File: src/rtl/fwst_pkg.sv
package fwst_pkg;
   typedef enum logic {
      MODE_STD  = 1'b0,
      MODE_FWFT = 1'b1
   } fwst_mode_e;
endpackage

File: src/rtl/fwst_mode_reg.sv
module fwst_mode_reg
   import fwst_pkg::*;
(
   input  logic       clk,
   input  logic       mst_rst_n,
   input  logic       fwft_sel,
   output fwst_mode_e mode
);
   // Mode is captured only while master reset is held
   always_ff @(posedge clk) begin
      if (!mst_rst_n) mode <= fwft_sel ? MODE_FWFT : MODE_STD;
   end
endmodule

File: src/rtl/fwst_out_reg.sv
module fwst_out_reg
   import fwst_pkg::*;
#(
   parameter int  W          = 16,
   parameter bit  CLR_ON_PRT = 1'b1
) (
   input  logic         clk,
   input  logic         mst_rst_n,
   input  logic         prt_rst_n,
   input  fwst_mode_e   mode,
   input  logic         rd_en,
   input  logic         mem_empty,
   input  logic [W-1:0] mem_rd_data,
   output logic [W-1:0] dout,
   output logic         out_valid,
   output logic         mem_pop
);
   logic active;
   logic want;

   assign active = mst_rst_n & prt_rst_n;

   // Standard mode fetches on demand; fall-through also fetches into a vacant register
   always_comb begin
      if (mode == MODE_FWFT) want = rd_en | ~out_valid;
      else                   want = rd_en;
   end

   assign mem_pop = active & want & ~mem_empty;

   always_ff @(posedge clk) begin
      if (!active)      out_valid <= 1'b0;
      else if (mem_pop) out_valid <= 1'b1;
      else if (rd_en)   out_valid <= 1'b0;
   end

   generate
      if (CLR_ON_PRT) begin : g_clr_prt
         always_ff @(posedge clk) begin
            if (!active)      dout <= '0;
            else if (mem_pop) dout <= mem_rd_data;
         end
      end else begin : g_keep_prt
         always_ff @(posedge clk) begin
            if (!mst_rst_n)                dout <= '0;
            else if (prt_rst_n && mem_pop) dout <= mem_rd_data;
         end
      end
   endgenerate
endmodule

File: src/rtl/fwst_flag_gen.sv
module fwst_flag_gen
   import fwst_pkg::*;
(
   input  fwst_mode_e mode,
   input  logic       mem_empty,
   input  logic       mem_full,
   input  logic       out_valid,
   output logic       rdy_n,
   output logic       room_n
);
   always_comb begin
      if (mode == MODE_FWFT) begin
         rdy_n  = ~out_valid;
         room_n = mem_full;
      end else begin
         rdy_n  = ~mem_empty;
         room_n = ~mem_full;
      end
   end
endmodule

File: src/rtl/fwst_out_stage.sv
module fwst_out_stage
   import fwst_pkg::*;
#(
   parameter int W          = 16,
   parameter bit CLR_ON_PRT = 1'b1
) (
   input  logic         clk,
   input  logic         mst_rst_n,
   input  logic         prt_rst_n,
   input  logic         fwft_sel,
   input  logic         wr_en,
   input  logic         rd_en,
   input  logic         mem_empty,
   input  logic         mem_full,
   input  logic [W-1:0] mem_rd_data,
   output logic         mem_push,
   output logic         mem_pop,
   output logic [W-1:0] dout,
   output logic         rdy_n,
   output logic         room_n
);
   initial begin
      if (W < 1) $error("fwst_out_stage: W must be at least 1");
   end

   fwst_mode_e mode;
   logic       out_valid;

   fwst_mode_reg u_mode (
      .clk       (clk),
      .mst_rst_n (mst_rst_n),
      .fwft_sel  (fwft_sel),
      .mode      (mode)
   );

   fwst_out_reg #(.W(W), .CLR_ON_PRT(CLR_ON_PRT)) u_oreg (
      .clk         (clk),
      .mst_rst_n   (mst_rst_n),
      .prt_rst_n   (prt_rst_n),
      .mode        (mode),
      .rd_en       (rd_en),
      .mem_empty   (mem_empty),
      .mem_rd_data (mem_rd_data),
      .dout        (dout),
      .out_valid   (out_valid),
      .mem_pop     (mem_pop)
   );

   fwst_flag_gen u_flags (
      .mode      (mode),
      .mem_empty (mem_empty),
      .mem_full  (mem_full),
      .out_valid (out_valid),
      .rdy_n     (rdy_n),
      .room_n    (room_n)
   );

   assign mem_push = wr_en & ~mem_full & mst_rst_n & prt_rst_n;
endmodule

File: config.mk
export PLATFORM = sky130hd
export DESIGN_NAME = fwst_out_stage
export DESIGN_NICKNAME = d
export VERILOG_FILES = /design/src/rtl/fwst_pkg.sv /design/src/rtl/fwst_mode_reg.sv /design/src/rtl/fwst_out_reg.sv /design/src/rtl/fwst_flag_gen.sv /design/src/rtl/fwst_out_stage.sv
export SDC_FILE = /design/constraint.sdc
export NUM_CORES = 1
export LEC_CHECK = 0
export CORE_ASPECT_RATIO = 0.75
export CORE_UTILIZATION = 40
export CTS_BUF_LIST = sky130_fd_sc_hd__clkbuf_4 sky130_fd_sc_hd__clkbuf_8 sky130_fd_sc_hd__clkbuf_16
export CTS_CLUSTER_DIAMETER = 100
export CTS_CLUSTER_SIZE = 25
export DETAILED_ROUTE_END_ITERATION = 8
export PLACE_DENSITY_LB_ADDON = 0.05
export SYNTH_ARGS = -nofsm -noshare
export SYNTH_HDL_FRONTEND = slang
export SYNTH_SLANG_ARGS = --single-unit
File: constraint.sdc
create_clock -name clk -period 4.22 [get_ports clk]
set_input_delay 0.422 -clock clk [delete_from_list [all_inputs] [get_ports clk]]
set_output_delay 0.422 -clock clk [all_outputs]
set_load 0.05 [all_outputs]
==> summary.txt <==
Status
  • Outcome: completed

Routing
  • Final ANT Viol Nets: 0
  • Routed vias: 623
  • WL/cell: 13.8 um
  • Routed WL: 1.79 mm
  • Via density: 4.79
  • Post-route DRC violation count: 0
  • Initial DRC Count: 1
  • Number of detailed-routing iterations run before antenna repair: 2

Critical path
  • Buffers and inverters on the worst path: 3
  • Crit path max fanout: 18
  • Crit-path most repeated cell: clkdlybuf4s50_1
  • Worst setup EP type: output port
  • Slowest-stage cell, CP: clkdlybuf4s50_1
  • Stages on the worst setup path: 5
  • Cells along the critical path: clkdlybuf4s50_1 > nand2_2 > a211o_1 > inv_1 > clkdlybuf4s50_1
  • Required @ worst endpoint: 3800 ps
  • Worst path max stage delay: 810 ps
  • Startpoint Class: input port
  • Setup CP Type: in2out
  • CP arrival: 2900 ps
  • R2R Path Start: u_mode.mode
  • Crit path max-delay family: buffers and inverters
  • Critical Path Start: mst_rst_n
  • Worst r2r path cells: 3

Layout
  • Final core utilization: 0.693
  • Cell area after layout: 1250 sq um
  • FF+latch area: 370 sq um
  • NumNets Final: 133
  • Fillers: 158
  • # diodes: 0
  • Multi-input gate area: 375 sq um
  • Area grow syn2layout: 57.2%
  • Layout cell share with drive strength beyond 1: 0.259

Yosys
  • Mapped Nets: 89
  • Post-synth cell types: 18
  • Flops & latches, synth: 18
  • Avg Cell Area, Syn: 12.2 sq um
  • Synthesized instance count: 65
  • Sequential cell area fraction in the yosys report: 0.465
  • YS warnings: 0
  • Synth area leaders: dfxtp_1, mux2_4, mux2_2
  • Top cell type's share of synthesized area: 0.428
  • Most area-hungry cell type in the Yosys netlist: dfxtp_1
  • Cell Area, Synth: 796 sq um

Clock tree
  • Clk Tree Root Cell: clkbuf_4
  • H-tree levels: 1
  • Post-CTS Setup Inserts: 0
  • Clock Latency Late Sink: 290 ps
  • Num CTS Buffers: 3
  • CTS tree: yes
  • CTS Hold Buffers Added: 0
  • Num Clock Sinks: 18
  • Post-cts repair resize count: 0
  • Clock-pin transition on the worst setup and hold timing paths: 100 ps
  • Clock Tree Buf Depth: 2

Floorplanning
  • Die H: 40.6 um
  • Core Box Area: 1810 sq um
  • Die X: 53.5 um
  • Row cnt: 13
  • Initial Util: 0.441
  • Total die area: 2170 sq um
  • I/O pins: 44

STA
  • Setup tns final: 0 ps
  • Hold Fails Final Rpt: 0
  • Least-Margin Pin Slew: 816 ps
  • Final Setup Violations: 0
  • Fin. max-slew vios: 0
  • Period Utilization, post-route: 0.787
  • Post-layout minimum cycle time: 3320 ps
  • RSZ-0062 raised after global routing: false
  • Clock skew: 7.33 ps
  • Hold slack: 490 ps
  • Highest clock rate: 0.301 GHz
  • Max-slew headroom: 0.456

Global route
  • Met3 usage: 0.0778
  • Grt met1 use: 0.210
  • GRT met2 Usage: 0.291
  • Largest net degree at the start of global routing: 19
  • GRT Util Overall: 0.177
  • GRT overflow: 0
  • GRT Max-Usage Layer: met2
  • Vias in the first global route: 583
  • First-pass GRT wire length: 2.54 mm
  • Initial antenna violation count: 0

Run
  • MaxCap Viol Count: 0

Min path
  • Worst Hold Depth: 2
  • Worst hold start: u_oreg.out_valid
  • HP Class: reg2reg

Placement
  • Post-DP HPWL: 1.27 mm
  • Placer Congestion: 0.566
  • Area after DPL: 1210 sq um
  • IO buf count: 43

Power
  • Peak supply drop: 0.375 mV
  • Leakage: 0.583 nW
  • Cell Pwr Density: 299 nW/um^2
  • Total power: 0.374 mW
## cell usage after synthesis
| cell | n |
|---|---|
| mux2i_1 | 1 |
| inv_1 | 3 |
| dfxtp_1 | 17 |
| nor3b_1 | 1 |
| nand2b_1 | 1 |
| and3_2 | 7 |
| mux2_2 | 8 |
| buf_6 | 1 |
| o21ai_0 | 1 |
| clkbuf_1 | 2 |
| nand2_2 | 1 |
| nand2_1 | 1 |
| edfxtp_1 | 1 |
| xnor2_1 | 1 |
| mux2_4 | 8 |
| buf_12 | 1 |
| a211o_1 | 1 |
| and3_1 | 9 |
## report_power, final
| group | switching, mW | internal, mW | leakage [nW] |
|---|---|---|---|
| registers | 0.00354 | 0.178 | 0.148 |
| logic | 0.0447 | 0.0420 | 0.414 |
| clock network | 0.0529 | 0.0526 | 0.0210 |
## cell usage in the layout (no fill, tap or decap), drive strengths merged
cell           netlist  routed
a211o                1       1
and3                16      16
clkbuf               2       4
clkdlybuf4s50        0      43
dfxtp               17      17
edfxtp               1       1
inv                  3       3
mux2                16      16
mux2i                1       1
nand2                2       2
nand2b               1       1
nor3b                1       1
o21ai                1       1
xnor2                1       1
## cells by family after synthesis
logic type      synth area share
simple gates               0.167
flops                      0.465
mux                        0.277
buf+inv                   0.0629
compound gates            0.0173
xor+xnor                  0.0110
## tightest hold or removal path, delay by kind of cell, from the launching register on
family          cells  cell delay, ps
compound gates      1              60
flops               1             330
simple gates        1              50
## metrics by stage
step | cells | worst slack (ps)
after floorplan | 65 | 2160
after global placement | 126 | 931
after detailed placement | 126 | 921
after CTS | 130 | 909
after global routing | 130 | 811
final | 130 | 900
## area by class of cell
class	count	area share
repair buffers	43	0.344
multi-input cells	40	0.300
flip-flops and latches	18	0.296
clock buffers	4	0.0290
well taps	22	0.0220
inverters	3	0.00900
## state kept, by name (all words and copies together) (netlist names)
signal and flops:
u_mode.mode 1, u_oreg.dout 16, u_oreg.out_valid 1
## routing by layer
metal	part of all wire	vias to the layer above	wire, um
met3	0.067	2	121
li1	-	315	-
met4	0.0067	0	12
met5	0	-	0
met2	0.46	25	829
met1	0.46	281	830
## worst paths after layout
| kind | slack, ps | endpoint |
|---|---|---|
| hold reg to reg | 490 | u_oreg.out_valid |
| hold / removal | 490 | u_oreg.out_valid |
| setup reg to reg | 2470 | u_oreg.dout[8] |
| setup / recovery | 900 | mem_pop |
(Power assumes the default switching activity.)
